File: src/rtl/spi_fifo_pkg.sv
package spi_fifo_pkg;

  typedef enum logic [1:0] {
    XM_OFF    = 2'b00,
    XM_RX     = 2'b01,
    XM_TX     = 2'b10,
    XM_DUPLEX = 2'b11
  } xfer_mode_e;

  localparam int unsigned BYTE_W    = 8;
  localparam int unsigned EDGES     = 2 * BYTE_W;
  localparam int unsigned EDGE_W    = $clog2(EDGES);
  localparam logic [7:0]  IDLE_BYTE = 8'hFF;

  function automatic xfer_mode_e decode_mode(input logic tx_on, input logic rx_on);
    return xfer_mode_e'({tx_on, rx_on});
  endfunction

  function automatic logic out_bit(input logic [7:0] b, input logic lsb);
    return lsb ? b[0] : b[7];
  endfunction

  function automatic logic [7:0] advance(input logic [7:0] b, input logic lsb);
    return lsb ? {1'b1, b[7:1]} : {b[6:0], 1'b1};
  endfunction

  function automatic logic [7:0] absorb(input logic [7:0] b, input logic d, input logic lsb);
    return lsb ? {d, b[7:1]} : {b[6:0], d};
  endfunction

  // Edge index e counts SCK edges within a byte from 0 (leading) to 15.
  function automatic logic is_sample_edge(input logic [EDGE_W-1:0] e, input logic ph);
    return ph ? e[0] : ~e[0];
  endfunction

  function automatic logic is_drive_edge(input logic [EDGE_W-1:0] e, input logic ph);
    if (ph) return (~e[0]) && (e != '0);
    return e[0] && (e != EDGE_W'(EDGES - 1));
  endfunction

endpackage

File: src/rtl/spi_sck_divider.sv
module spi_sck_divider #(
  parameter int unsigned DIV_W = 8
) (
  input  logic             clk,
  input  logic             rst_n,
  input  logic             run,
  input  logic [DIV_W-1:0] div,
  output logic             tick
);
  logic [DIV_W-1:0] cnt;

  assign tick = run && (cnt == div);

  always_ff @(posedge clk or negedge rst_n) begin
    if (!rst_n)        cnt <= '0;
    else if (!run)     cnt <= '0;
    else if (tick)     cnt <= '0;
    else               cnt <= cnt + 1'b1;
  end

  // a run always begins from a fresh count
  a_r10_fresh_count: assert property (@(posedge clk) disable iff (!rst_n)
    $rose(run) |-> (cnt == '0));

endmodule

File: src/rtl/spi_byte_engine.sv
module spi_byte_engine
  import spi_fifo_pkg::*;
(
  input  logic       clk,
  input  logic       rst_n,
  input  logic       cpha,
  input  logic       lsb_first,
  input  logic       load,
  input  logic [7:0] load_byte,
  input  logic       tick,
  input  logic       miso,
  output logic       phase,
  output logic       mosi,
  output logic       active,
  output logic       byte_done,
  output logic [7:0] rx_byte
);
  localparam logic [EDGE_W-1:0] LAST_EDGE = EDGE_W'(EDGES - 1);

  logic [EDGE_W-1:0] edge_cnt;
  logic [7:0]        tsr;
  logic [7:0]        rsr;
  logic              samp_now;
  logic              drive_now;
  logic [7:0]        rsr_next;

  assign samp_now  = active && tick && is_sample_edge(edge_cnt, cpha);
  assign drive_now = active && tick && is_drive_edge(edge_cnt, cpha);
  assign rsr_next  = samp_now ? absorb(rsr, miso, lsb_first) : rsr;
  assign byte_done = active && tick && (edge_cnt == LAST_EDGE);
  assign rx_byte   = rsr_next;

  always_ff @(posedge clk or negedge rst_n) begin
    if (!rst_n) begin
      active   <= 1'b0;
      edge_cnt <= '0;
      phase    <= 1'b0;
      mosi     <= 1'b1;
      tsr      <= IDLE_BYTE;
      rsr      <= '0;
    end else if (load && !active) begin
      active   <= 1'b1;
      edge_cnt <= '0;
      phase    <= 1'b0;
      mosi     <= out_bit(load_byte, lsb_first);
      tsr      <= advance(load_byte, lsb_first);
    end else if (active && tick) begin
      phase    <= ~phase;
      edge_cnt <= edge_cnt + 1'b1;
      rsr      <= rsr_next;
      if (drive_now) begin
        mosi <= out_bit(tsr, lsb_first);
        tsr  <= advance(tsr, lsb_first);
      end
      if (edge_cnt == LAST_EDGE) active <= 1'b0;
    end
  end

  // a new byte is only loaded at a byte boundary
  a_r8_load_at_boundary: assert property (@(posedge clk) disable iff (!rst_n)
    load |-> !active);
  // MOSI never moves on a sampling edge
  a_r8_mosi_steady_on_sample: assert property (@(posedge clk) disable iff (!rst_n)
    samp_now |=> $stable(mosi));
  // the phase returns to idle once a byte ends
  a_r10_byte_closes_idle: assert property (@(posedge clk) disable iff (!rst_n)
    byte_done |=> !phase);

endmodule

File: src/rtl/spi_flow_ctrl.sv
module spi_flow_ctrl
  import spi_fifo_pkg::*;
#(
  parameter int unsigned LEN_W = 10
) (
  input  logic             clk,
  input  logic             rst_n,
  input  xfer_mode_e       mode,
  input  logic             start,
  input  logic [LEN_W-1:0] xfer_len,
  input  logic             tx_empty,
  input  logic             rx_full,
  input  logic             eng_active,
  input  logic             byte_done,
  output logic             go,
  output logic             tx_pop,
  output logic             rx_push,
  output logic             busy,
  output logic             done
);
  logic [LEN_W-1:0] remaining;
  logic             count_live;
  logic             uses_tx;
  logic             uses_rx;
  logic             may_go;

  assign count_live = (remaining != '0);
  assign uses_tx    = (mode == XM_TX) || (mode == XM_DUPLEX);
  assign uses_rx    = (mode == XM_RX) || (mode == XM_DUPLEX);

  always_comb begin
    case (mode)
      XM_TX:     may_go = !tx_empty;
      XM_RX:     may_go = count_live && !rx_full;
      XM_DUPLEX: may_go = !tx_empty && !rx_full;
      default:   may_go = 1'b0;
    endcase
  end

  assign go      = may_go && !eng_active;
  assign tx_pop  = go && uses_tx;
  assign rx_push = byte_done && uses_rx;
  assign done    = byte_done && (mode == XM_RX) && (remaining == LEN_W'(1));
  assign busy    = eng_active || count_live;

  always_ff @(posedge clk or negedge rst_n) begin
    if (!rst_n) begin
      remaining <= '0;
    end else if (mode == XM_RX) begin
      if (start && !count_live && !eng_active) remaining <= xfer_len;
      else if (byte_done && count_live)        remaining <= remaining - 1'b1;
    end
  end

  // FIFO flags are honoured
  a_r12_no_pop_empty: assert property (@(posedge clk) disable iff (!rst_n)
    tx_pop |-> !tx_empty);
  a_r12_no_push_full: assert property (@(posedge clk) disable iff (!rst_n)
    rx_push |-> !rx_full);
  // transmit-only never writes the receive FIFO
  a_r2_tx_only_no_push: assert property (@(posedge clk) disable iff (!rst_n)
    (mode == XM_TX) |-> !rx_push);
  // receive-only never reads the transmit FIFO
  a_r4_rx_only_no_pop: assert property (@(posedge clk) disable iff (!rst_n)
    (mode == XM_RX) |-> !tx_pop);
  // no enables, no traffic
  a_r1_off_is_quiet: assert property (@(posedge clk) disable iff (!rst_n)
    (mode == XM_OFF) |-> !go);
  // busy drops right after the final receive-only byte
  a_r11_done_ends_busy: assert property (@(posedge clk) disable iff (!rst_n)
    (done && mode == XM_RX) |=> !busy);

endmodule

File: src/rtl/spi_fifo_master.sv
module spi_fifo_master
  import spi_fifo_pkg::*;
#(
  parameter int unsigned DIV_W = 8,
  parameter int unsigned LEN_W = 10
) (
  input  logic             clk,
  input  logic             rst_n,
  input  logic             tx_en,
  input  logic             rx_en,
  input  logic             cpol,
  input  logic             cpha,
  input  logic             lsb_first,
  input  logic [DIV_W-1:0] clk_div,
  input  logic [LEN_W-1:0] xfer_len,
  input  logic             start,
  input  logic             tx_empty,
  input  logic [7:0]       tx_data,
  output logic             tx_pop,
  input  logic             rx_full,
  output logic             rx_push,
  output logic [7:0]       rx_wdata,
  output logic             sck,
  output logic             mosi,
  input  logic             miso,
  output logic             busy,
  output logic             done
);
  xfer_mode_e mode;
  logic       go;
  logic       tick;
  logic       eng_active;
  logic       byte_done;
  logic       phase;
  logic [7:0] load_byte;

  assign mode      = decode_mode(tx_en, rx_en);
  assign load_byte = (mode == XM_RX) ? IDLE_BYTE : tx_data;
  assign sck       = phase ^ cpol;

  spi_sck_divider #(.DIV_W(DIV_W)) u_div (
    .clk  (clk),
    .rst_n(rst_n),
    .run  (eng_active),
    .div  (clk_div),
    .tick (tick)
  );

  spi_flow_ctrl #(.LEN_W(LEN_W)) u_ctrl (
    .clk       (clk),
    .rst_n     (rst_n),
    .mode      (mode),
    .start     (start),
    .xfer_len  (xfer_len),
    .tx_empty  (tx_empty),
    .rx_full   (rx_full),
    .eng_active(eng_active),
    .byte_done (byte_done),
    .go        (go),
    .tx_pop    (tx_pop),
    .rx_push   (rx_push),
    .busy      (busy),
    .done      (done)
  );

  spi_byte_engine u_eng (
    .clk      (clk),
    .rst_n    (rst_n),
    .cpha     (cpha),
    .lsb_first(lsb_first),
    .load     (go),
    .load_byte(load_byte),
    .tick     (tick),
    .miso     (miso),
    .phase    (phase),
    .mosi     (mosi),
    .active   (eng_active),
    .byte_done(byte_done),
    .rx_byte  (rx_wdata)
  );

  // SCK rests at its idle level between bytes
  a_r3_idle_level: assert property (@(posedge clk) disable iff (!rst_n)
    !eng_active |-> (sck == cpol));
  // SCK only moves on a divider tick
  a_r10_sck_moves_on_tick: assert property (@(posedge clk) disable iff (!rst_n)
    (eng_active && !tick) |=> ($stable(sck) || !$stable(cpol)));
  // receive-only keeps MOSI high while shifting
  a_r6_mosi_high: assert property (@(posedge clk) disable iff (!rst_n)
    (mode == XM_RX && eng_active) |-> mosi);

endmodule

File: config.mk
export PLATFORM = sky130hd
export DESIGN_NAME = spi_fifo_master
export DESIGN_NICKNAME = d
export VERILOG_FILES = /design/src/rtl/spi_fifo_pkg.sv /design/src/rtl/spi_sck_divider.sv /design/src/rtl/spi_byte_engine.sv /design/src/rtl/spi_flow_ctrl.sv /design/src/rtl/spi_fifo_master.sv
export SDC_FILE = /design/constraint.sdc
export NUM_CORES = 1
export LEC_CHECK = 0
export BUFFER_PORTS_ARGS = -buffer_cell sky130_fd_sc_hd__buf_2
export CAP_MARGIN = 20
export CORE_MARGIN = 5
export CORE_UTILIZATION = 40
export DETAILED_ROUTE_END_ITERATION = 7
export PLACE_DENSITY = 0.71
export SETUP_SLACK_MARGIN = 0.5
export SYNTH_ARGS = -nofsm -noshare
export SYNTH_HDL_FRONTEND = slang
export SYNTH_SLANG_ARGS = --single-unit
File: constraint.sdc
create_clock -name clk -period 2 [get_ports clk]
set_input_delay 0.1 -clock clk [delete_from_list [all_inputs] [get_ports clk]]
set_output_delay 0.1 -clock clk [all_outputs]
set_load 0.02 [all_outputs]
=== Word level (Yosys, flattened, before mapping) ===
Cells that the tools add are included.
Widths: inputs -> output; s select.

* Input port bits: 37
* Output and inout bits: 14
* Register bits: 41

* Add/subtract/negate cells: 3
* Eq/ne operators: 7
* Muxes and demuxes: 29
* Bitwise operators: 4
* Reductions and logical operators: 35

{| class="wikitable"
|+ Operators with widths
! operator !! number
|-
| $mux 8 || 10
|-
| $mux 10 || 2
|-
| $logic_and 1x1->1 || 18
|-
| $mux 1 || 14
|-
| $eq 10x1->1 const B || 1
|-
| $reduce_bool 10->1 || 1
|-
| $sub 10x1->10 const B || 1
|-
| $add 8x1->8 const B || 1
|-
| $eq 8x8->1 || 1
|-
| $mux 4 || 2
|-
| $reduce_and 2->1 || 4
|-
| $reduce_bool 2->1 || 4
|-
| $add 4x1->4 const B || 1
|-
| $eq 2x2->1 const B || 2
|-
| $eq 4x4->1 const B || 1
|-
| $logic_not 1->1 || 4
|-
| $ne 4x4->1 const B || 1
|-
| $reduce_bool 4->1 || 1
|-
| $logic_or 1x1->1 || 3
|-
| $not 1->1 || 3
|-
| $pmux 1 s3 || 1
|-
| $eq 2x1->1 const B || 1
|-
| $xor 1x1->1 || 1
|}

=== Depth between registers and ports, before layout ===
Gate-level depths: netlist (run 1).

* Depth in word-level cells: 8
* Gate-level depth with buffers: 9
* Gate-level depth less buffers: 7

=== Modules after synthesis ===
Synthesis (run 1) repeated with hierarchy kept, for this count alone.

* Cells, all modules: 260
* Area, all modules: 2854.0 um^2

{| class="wikitable"
|+ By module, submodules not included
! module !! cells each !! area an instance (um^2) !! instances
|-
| spi_byte_engine || 108 || 1443.9 || 1
|-
| spi_flow_ctrl || 95 || 825.8 || 1
|-
| spi_sck_divider || 47 || 491.7 || 1
|-
| spi_fifo_master || 10 || 92.6 || 1
|}

=== Worst setup path before layout (run 1) ===
OpenSTA, ideal clock, no wires.

* Path type: reg2reg
* Start point: reg u_ctrl.remaining[0]
* End point: reg u_ctrl.remaining[4]
* Cell stages (with the launch flop): 9
* Clock period less this slack: 2.145 ns
* Arrival: 1.997 ns
* Setup slack: -0.145 ns
* Buffers on the path: 2
* Path through: dfrtp_1 > inv_1 > ha_1 > or3b_1 > clkbuf_1 > or4_4 > buf_6 > o32ai_1 > a221oi_1

* Cells in the longest elaborated chain, start to end: 6
* Elaborated cells between the ends (all ways): 10

{| class="wikitable"
|+ RTL lines
! item !! RTL line !! source
|-
| start, declared || spi_flow_ctrl.sv:21 || <nowiki>logic [LEN_W-1:0] remaining;</nowiki>
|-
| start signal, assigned || spi_flow_ctrl.sv:50 || <nowiki>if (start && !count_live && !eng_active) remaining <= xfer_len;</nowiki>
|-
| start signal, assigned || spi_flow_ctrl.sv:51 || <nowiki>else if (byte_done && count_live) remaining <= remaining - 1'b1;</nowiki>
|-
| branches (longest 6 deep; another with $sub 10x1->10) || - ||
|}

Parallel ways; which one is timed is not known. The select of a mux whose other input is x is not followed.
A chain may end at the register's enable or synchronous reset.

=== Worst setup path after layout (run 1) ===
* Start point: reg u_div.cnt[7]
* End point: out rx_wdata[5]

* Cells in the longest elaborated chain, start to end: 5

{| class="wikitable"
|+ RTL lines
! item !! RTL line !! source
|-
| start, declared || spi_sck_divider.sv:10 || <nowiki>logic [DIV_W-1:0] cnt;</nowiki>
|-
| start signal, assigned || spi_sck_divider.sv:18 || <nowiki>else cnt <= cnt + 1'b1;</nowiki>
|-
| $eq 8x8->1 || spi_sck_divider.sv:12 || <nowiki>assign tick = run && (cnt == div);</nowiki>
|-
| $logic_and 1x1->1 || spi_sck_divider.sv:12 ||
|-
| $logic_and 1x1->1 (2 in a row) || spi_byte_engine.sv:27 || <nowiki>assign samp_now = active && tick && is_sample_edge(edge_cnt, cpha);</nowiki>
|-
| $mux 8 || spi_byte_engine.sv:29 || <nowiki>assign rsr_next = samp_now ? absorb(rsr, miso, lsb_first) : rsr;</nowiki>
|-
| end, declared || spi_fifo_master.sv:22 || <nowiki>output logic [7:0] rx_wdata,</nowiki>
|}

No other way between the ends.

==> out/results.ini, run 1 <==
[cts]
numCtsBuffers = 5
cts_sinks = 41
clkTransAtPathRegs_ns = 0.08
cts_root_buf = clkbuf_8
cts_max_level = 2
cts_tree = built
clock_latency_ns = 0.30
clockBufferDepth = 2

[setup_path]
crit_slowest_cell = dfrtp_1
path_class = reg2out
crit_start = u_div.cnt[7]
r2r_slack_ns = -0.10
cp_cell_sequence = xnor2_2 -> nand4_1 -> buf_6 -> nor4_4 -> buf_6 -> buf_16 -> nor2_4 -> a21oi_4 -> buf_6
worstSetupEndpointType = output pin
worst_ep_required_time_ns = 1.90
critPathLaunchType = register
r2r_end = u_ctrl.remaining[9]
cpPeakStageDelay_ns = 0.42
r2r-start = u_ctrl.remaining[1]
endpoint = rx_wdata[5]
path_common_cell = buf_6
critPathMaxFanout = 5
rr_worst_depth = 7
worstPathArrival_ns = 2.10

[logic_synthesis]
ys_ff_latch = 41
ys_warn_count = 0
synthAdderAreaFrac = 0.0242
syn_area_sq_um = 2580
async_reset_ff_frac = 1.00
synth_xor_area_frac = 0.0644
synth_edf_count = 0
synth-compound-area-share = 0.151
synth_top_family_by_area = simple AND/OR/NAND/NOR gates
synth_fp_nets = 318
synth_simple_gate_area_frac = 0.222
yosysSeqAreaShare = 0.401
synth_cell_types = 55
synth.avg_cell_area_sq_um = 9.37
syn_inst = 276
ys.flop_type = dfrtp_1
synthMuxAreaShare = 0.0968

[floorplan]
fp-row-count = 29
dieArea_sq_um = 8170
coreArea_sq_um = 6310
die_h_um = 90.4
start_util = 0.409
ioPinCount = 51
die_w_um = 90.4

[cells_and_area]
fin_cells = 481
diodes = 0
areaGrowthSynthToFinish_pct = 71.2
final_util = 0.701
layout-drive-gt1-share = 0.597
final_nets = 445
fillers = 429

[sta]
whs_ns = 0.0760
finalWorstSetupSlack_ns = -0.201
fin_crit_sh = 1.10
max_freq_ghz = 0.454
worst_clock_skew_ns = 0.00785
drv_slew = 0
finalSetupViolations = 20
tightest_slew_ns = 0.881
maxSlewHeadroom = 0.413
min_period_ns = 2.20
rsz0062_at_grt = yes
setup_tns_ns = -2.17
hold_viol = 0

[detailed_routing]
drtIter0Drc = 150
first_pass_iters = 4
drt_wl_total_um = 8780
final_antenna_net_count = 0
dr_total_vias = 2714
drt-wirelength-per-cell_um = 18.3
via_per_inst = 5.64
drc = 0

[global_route]
grt_usage = 0.187
grt_pass1_wl_um = 12900
antenna_found_initial = 0
grt_max_degree = 37
grt_overflow_total = 0
grt_pass1_vias = 2624

[placed_design]
hpwl_um = 5110
placed_cells = 426
io_buffers = 50
gp_congestion = 0.825

[power_and_ir_drop]
p_per_area_nw_per_um2 = 816
peakVddDrop_uv = 616
p_leak_nw = 2.01

[outcome]
outcome = complete, but fails checks
failed_checks = negative setup slack

[hold_path]
hold_path_startpoint = xfer_len[8]
hold_class = in2reg

[run]
drv_cap = 0

cells in the final DEF (no fill, tap or decap), types with 4 or more instances in the layout:
cell type and count:
xnor2_2 8, buf_2 39, nor4_4 5, nand4_1 4
a22o_1 6, clkbuf_8 5, nor2_4 11, a21oi_2 12
inv_1 6, nand3_1 10, dfrtp_1 32, o21ai_2 7
nor2_1 18, xor2_1 7, mux2i_1 25, xnor2_1 4
a31oi_1 4, buf_4 50, dfstp_2 9, a21oi_4 8
buf_6 37, nand2_1 13
per-stage QoR:
| step | setup slack, ns | power (W) | area, sq um |
|---|---|---|---|
| 6_report | -0.201 | 0.00361 | 4430 |
| 5_1_grt | -0.301 | 0.00381 | 4430 |
| 4_1_cts | -0.0855 | 0.00334 | 3940 |
| 3_5_place_dp | -0.0946 | 0.00254 | 3330 |
| 3_3_place_gp | 0.0161 | 0.00249 | 3330 |
| 2_1_floorplan | -0.0685 | 0.00211 | 2790 |
layout make-up:
class | count | area [sq um] | area share
multi-input cells | 213 | 2030 | 0.459
repair buffers | 133 | 1120 | 0.254
flip-flops and latches | 41 | 1040 | 0.234
clock buffers | 7 | 97.6 | 0.0221
well taps | 77 | 96.3 | 0.0218
inverters | 9 | 36.3 | 0.00820
clock inverters | 1 | 5.00 | 0.00113
sequential cells by signal (all words and copies together) (netlist names):
signal	flops
u_ctrl.remaining	10
u_div.cnt	8
u_eng.active	1
u_eng.edge_cnt	4
u_eng.mosi	1
u_eng.phase	1
u_eng.rsr	8
u_eng.tsr	8
cell usage after synthesis, drive strengths merged, types with 2 or more instances:
master | instances | area [sq um]
ha | 5 | 62.6
nand3 | 13 | 65.1
and3 | 5 | 31.3
nor3b | 3 | 22.5
a21oi | 21 | 105
a311oi | 2 | 17.5
a31oi | 4 | 25.0
dfrtp | 32 | 801
mux2i | 25 | 250
and2 | 2 | 12.5
xnor2 | 12 | 105
nor3 | 5 | 30.0
nor4 | 8 | 71.3
clkbuf | 8 | 30.0
nand4 | 4 | 25.0
nor2 | 31 | 124
buf | 5 | 40.0
and4 | 2 | 17.5
o21bai | 2 | 15.0
nand2b | 5 | 31.3
a21o | 2 | 15.0
a22o | 7 | 62.6
o21ai | 10 | 50.0
dfstp | 9 | 236
inv | 9 | 33.8
or2 | 2 | 12.5
nor2b | 3 | 18.8
xor2 | 7 | 61.3
nand2 | 15 | 56.3
or4 | 2 | 22.5
routing by layer:
layer	track usage	vias up	wire length, um
met4	0.0496	0	155
met1	0.237	1354	3630
li1	-	1261	-
met5	0	-	0
met3	0.0333	14	342
met2	0.326	85	4660
worst min path at each step:
stage | slack, ns | end | depth (start not counted)
after detailed placement | 0.26 | u_div.cnt[3] | 1
after floorplan | -0.20 | u_ctrl.remaining[0] | 0
after global placement | 0.24 | u_div.cnt[0] | 1
final | 0.08 | u_ctrl.remaining[8] | 3
after CTS | 0.08 | u_ctrl.remaining[8] | 3
after global routing | 0.07 | u_ctrl.remaining[8] | 3
logic make-up after synthesis:
group | Yosys count
AO/OA/AOI/OAI | 60
XOR/XNOR | 19
adder cells (fa/ha/maj) | 5
buffers and inverters | 22
flip-flops | 41
multiplexers | 25
AND/OR/NAND/NOR | 104
critical path: cells and delay by family (launching register included):
kind	cells	cell delay, ns
AOI/OAI and AO/OA	1	0.13
DFF	1	0.42
buffers and inverters	4	0.61
and+or+nand+nor	3	0.46
xor gates and xnor gates	1	0.18
where the power goes:
group	total [W]	internal (W)	switching [W]
clock	0.000633	0.000321	0.000312
combinational	0.00167	0.000813	0.000862
sequential	0.00130	0.00109	0.000215
total	0.00361	0.00222	0.00139
repair_timing:
action                                  in CTS  in global routing
cloned                                       2                  1
hold endpoints to repair                    32                  0
hold buffers                                 1                  0
setup buffers                               20                 23
endpoints found under the setup margin      53                 52
pin swaps                                   15                 23
gates resized for setup                     68                 74
(Power assumes the default switching activity.)
==> run 2: changes to the inputs <==
Settings changed: BUFFER_PORTS_ARGS -buffer_cell sky130_fd_sc_hd__buf_2 to -buffer_cell sky130_fd_sc_hd__clkbuf_2.
==> run 2 against run 1 <==
Compared with the run above:
- final area is 5.5% lower
- hold slack better by 0.023 ns
- count of clock-buffer cells in the layout stayed put
- cell count is 3.5% lower
- die area stayed put
- the flow still finishes with violations (negative setup slack)
- critical path depth stayed put
- critical endpoint unchanged
- register-to-register slack better by 0.04 ns
==> out/results.ini, run 2 (synthesis gave the netlist of run 1 again) <==
[detailed_routing]
drt-wirelength-per-cell_um = 17.3
first_pass_iters = 4
final_antenna_net_count = 0
drtIter0Drc = 93
dr_total_vias = 2541
drt_wl_total_um = 8050
drc = 0
via_per_inst = 5.48

[cells_and_area]
fillers = 462
layout-drive-gt1-share = 0.535
final_common_cell = buf_4
diodes = 0
layout_common_cells = 44 x buf_4, 39 x clkbuf_2, 32 x dfrtp_1, 25 x mux2i_1, 18 x nor2_1
multi_input_area_sq_um = 1900
areaGrowthSynthToFinish_pct = 61.7
final_nets = 428
fin_area_sq_um = 4180
largest_register = u_ctrl.remaining
register_area_sq_um = 1040
largest_register_ffs = 10

[setup_path]
critPathMaxFanout = 5
worst_ep_required_time_ns = 1.90
crit_start = u_eng.edge_cnt[0]
endpoint = rx_wdata[5]
path_class = reg2out
worstSetupEndpointType = output pin
r2r_slack_ns = -0.06
critPathLaunchType = register
rr_worst_depth = 6
worstPathArrival_ns = 2.08
r2r_end = u_ctrl.remaining[4]
r2r-start = u_ctrl.remaining[1]

[global_route]
grt_pass1_wl_um = 13400
grt_usage = 0.199
antenna_found_initial = 0
grt_max_degree = 23
grt_overflow_total = 0
grt_pass1_vias = 2807

[cts]
cts_max_level = 2
cts_root_buf = clkbuf_8
cts_sinks = 41
cts_tree = built
clkTransAtPathRegs_ns = 0.08
numCtsBuffers = 5
clockBufferDepth = 2
clock_latency_ns = 0.30

[sta]
worst_clock_skew_ns = 0.0114
rsz0062_at_grt = yes
tightest_slew_ns = 0.600
finalWorstSetupSlack_ns = -0.177
finalSetupViolations = 18
fin_crit_sh = 1.09
drv_slew = 0
min_period_ns = 2.18
hold_viol = 0
maxSlewHeadroom = 0.600
max_freq_ghz = 0.459

[floorplan]
fp-row-count = 29
dieArea_sq_um = 8170
coreArea_sq_um = 6310
die_h_um = 90.4
die_w_um = 90.4
ioPinCount = 51
start_util = 0.409

[run]
drv_cap = 0

[outcome]
failed_checks = negative setup slack
outcome = complete, but fails checks

[power_and_ir_drop]
p_per_area_nw_per_um2 = 864
total_power_w = 0.00361
peakVddDrop_uv = 641
p_leak_nw = 1.90

[placed_design]
dpl-instance-area_sq_um = 3360
gp_congestion = 0.844
io_buffers = 50
hpwl_um = 5020

[hold_path]
hold_class = in2reg
hold_path_startpoint = xfer_len[8]

run 2: cell count changes in the layout (fill, tap and decap cells not counted), sizes merged:
cell and delta:
clkbuf +42, buf -59
run 2: critical path: stages, from the launching register on:
cell and delay, ns:
dfrtp_1 0.41, buf_4 0.17, nand2b_1 0.11, nand2_1 0.10
nor4_4 0.34, buf_4 0.18, clkbuf_16 0.15, nor2_4 0.05
a21oi_4 0.14, buf_8 0.13
run 2: worst min-delay path by stage:
stage                          endpoint  slack, ns  depth (start not counted)
detailed placement         u_div.cnt[1]       0.13                          1
global placement           u_div.cnt[1]       0.12                          1
global route        u_ctrl.remaining[8]       0.12                          3
CTS                 u_ctrl.remaining[8]       0.09                          3
floorplan           u_ctrl.remaining[0]      -0.20                          0
finish              u_ctrl.remaining[8]        0.1                          3
run 2: routing by layer:
metal  global-route usage  vias up  part of all wire
met3               0.0400       17             0.046
met4               0.0844        0             0.018
met2                0.341       68              0.52
li1                     -     1224                 -
met1                0.240     1232              0.41
met5                    0        -                 0
run 2: what timing repair did:
action / in CTS / in global routing
cloned: 2 / 0
pin swaps: 15 / 3
gates resized for setup: 78 / 22
hold endpoints to repair: 17 / 0
setup endpoints to repair: 53 / 52
hold buffers: 1 / 0
setup buffers: 22 / 3
run 2: report_power, final:
part	switching, W	internal (W)	total [W]
sequential	0.000211	0.00109	0.00130
clock	0.000311	0.000396	0.000707
combinational	0.000807	0.000801	0.00161
run 2: stage by stage:
stage	instances	hold slack (ns)	setup TNS [ns]	utilization	setup WS, ns
final	464	0.0993	-1.76	0.662	-0.177
after global routing	464	0.121	-3.67	0.662	-0.256
after CTS	461	0.0902	-1.60	0.648	-0.181
after detailed placement	428	0.129	-0.0603	0.533	-0.0603
after global placement	428	0.122	0	0.533	0.0205
after floorplan	276	-0.196	-0.152	-	-0.0685
run 2: final cells by class:
type                    instances  area share
clock buffers                   7      0.0284
clock inverters                 1     0.00120
inverters                       9     0.00808
multi-input cells             213       0.455
flip-flops and latches         41       0.248
well taps                      77      0.0230
repair buffers                116       0.236
==> run 3: changes to the inputs <==
Settings changed: PLACE_DENSITY 0.71 to 0.69.
Clock period 2 ns to 2.5 ns, I/O delays scaled along.
==> run 3 against run 2 <==
Compared with the run above:
- the flow now finishes without violations
- routed wire length decreased by 6.7%
- sequential share of layout area is 2.5 points higher
- non-clock buffer count down 15
- flip-flop and latch count did not move
- clock skew is 0.0047 ns lower
- highest routed layer unchanged
==> out/results.ini, run 3 (synthesis gave the netlist of run 1 again) <==
[cts]
cts_root_buf = clkbuf_8
cts_sinks = 41
cts_max_level = 2
cts_tree = built
clock_latency_ns = 0.31
clockBufferDepth = 2
numCtsBuffers = 5
clkTransAtPathRegs_ns = 0.09

[floorplan]
ioPinCount = 51
start_util = 0.409
coreArea_sq_um = 6310
die_w_um = 90.4
fp-row-count = 29
die_h_um = 90.4
dieArea_sq_um = 8170

[sta]
min_period_ns = 2.20
setup_tns_ns = 0
maxSlewHeadroom = 0.369
tightest_slew_ns = 0.946
finalSetupViolations = 0
worst_clock_skew_ns = 0.00672
max_freq_ghz = 0.454
hold_viol = 0
fin_crit_sh = 0.882
finalWorstSetupSlack_ns = 0.296
rsz0062_at_grt = yes
drv_slew = 0

[global_route]
grt_pass1_wl_um = 11300
grt_overflow_total = 0
grt_max_degree = 38
antenna_found_initial = 0
grt_usage = 0.165
grt_pass1_vias = 2373

[cells_and_area]
layout_common_cells = 40 x buf_4, 40 x clkbuf_2, 32 x dfrtp_1, 25 x mux2i_1, 25 x nor2_1
layout-drive-gt1-share = 0.460
largest_register_ffs = 10
final_util = 0.601
final_nets = 413
largest_register = u_ctrl.remaining
areaGrowthSynthToFinish_pct = 46.9
diodes = 0

[placed_design]
io_buffers = 50
hpwl_um = 4550
gp_congestion = 0.921
pre_cts_ws_ns = 0.338

[power_and_ir_drop]
p_seq_frac = 0.380
switchingPower_w = 0.000955
clock_power_share = 0.247
p_per_area_nw_per_um2 = 720
p_int_w = 0.00178
switching_share = 0.349
p_leak_nw = 1.77
p_comb_frac = 0.373
peakVddDrop_uv = 446

[setup_path]
critPathLaunchType = register
critPathMaxFanout = 6
worstPathArrival_ns = 2.38
worst_ep_required_time_ns = 2.67
path_class = reg2reg
worstSetupEndpointType = register

[detailed_routing]
drt-wirelength-per-cell_um = 16.7
final_antenna_net_count = 0
dr_total_vias = 2485
drt_wl_total_um = 7510
first_pass_iters = 5
drtIter0Drc = 100
drc = 0
via_per_inst = 5.53

[hold_path]
hold_class = in2reg

[run]
drv_cap = 0

[outcome]
outcome = finished, final reports clean

[run 3: changes by cell type in the layout (fill, tap and decap cells not counted), sizes merged]
cell | before | now
buf | 73 | 55
bufinv | 0 | 2
clkbuf | 49 | 50
clkinv | 1 | 0
inv | 9 | 10
[run 3: per-stage QoR]
step / hold WS (ns) / total power (W) / std cells / area (sq um)
2_1_floorplan: -0.171 / 0.00156 / 276 / 2630
3_3_place_gp: 0.320 / 0.00177 / 401 / 2990
3_5_place_dp: 0.331 / 0.00179 / 401 / 2990
4_1_cts: 0.106 / 0.00261 / 431 / 3440
5_1_grt: 0.126 / 0.00290 / 449 / 3800
6_report: 0.116 / 0.00273 / 449 / 3800
[run 3: critical path, cell delays in order (launching register included)]
cell	delay, ns
dfrtp_1	0.41
inv_2	0.10
ha_4	0.14
or3b_4	0.43
o31ai_4	0.30
nor4_4	0.07
buf_6	0.13
o21ai_1	0.32
a221oi_1	0.15
[run 3: final timing paths]
path | slack [ns] | to | cells after the start | from
hold reg to reg | 0.52 | u_eng.tsr[7] | 2 | u_eng.tsr[7]
setup reg to reg | 0.30 | u_ctrl.remaining[4] | 8 | u_ctrl.remaining[0]
max in group asynchronous | 1.29 | u_eng.mosi | 3 | rst_n
min in group asynchronous | 0.49 | u_div.cnt[1] | 2 | rst_n
setup / recovery | 0.30 | u_ctrl.remaining[4] | 8 | u_ctrl.remaining[0]
hold / removal | 0.12 | u_ctrl.remaining[5] | 3 | xfer_len[5]
[run 3: final cells by class]
type,instances,area [sq um]
well taps,77,96.3
multi-input cells,213,1750
repair buffers,101,742
clock inverters,3,68.8
inverters,9,33.8
fillers,524,2520
flip-flops and latches,41,1040
clock buffers,5,68.8
[run 3: power groups by stage]
stage	sequential (W)	combinational, W	clock (W)
after floorplan	0.00101	0.000550	0
after CTS	0.00102	0.000915	0.000680
after global placement	0.00103	0.000741	0
after detailed placement	0.00104	0.000754	0
after global routing	0.00106	0.00113	0.000710
final	0.00104	0.00102	0.000675
[run 3: repair_timing]
action | CTS | global route
buffers inserted | 19 | 17
cloned | 2 | 1
setup endpoints to repair | 36 | 29
gates resized for setup | 36 | 48
hold buffers | 1 | 0
pin swaps | 9 | 12
hold endpoints to repair | 22 | 0
[run 3: routing by layer]
layer | vias to the layer above | GRT usage | wire length [um]
met5 | - | 0 | 0
met1 | 1202 | 0.224 | 3190
met3 | 20 | 0.0342 | 336
met4 | 0 | 0.0620 | 252
met2 | 69 | 0.257 | 3730
li1 | 1194 | - | -
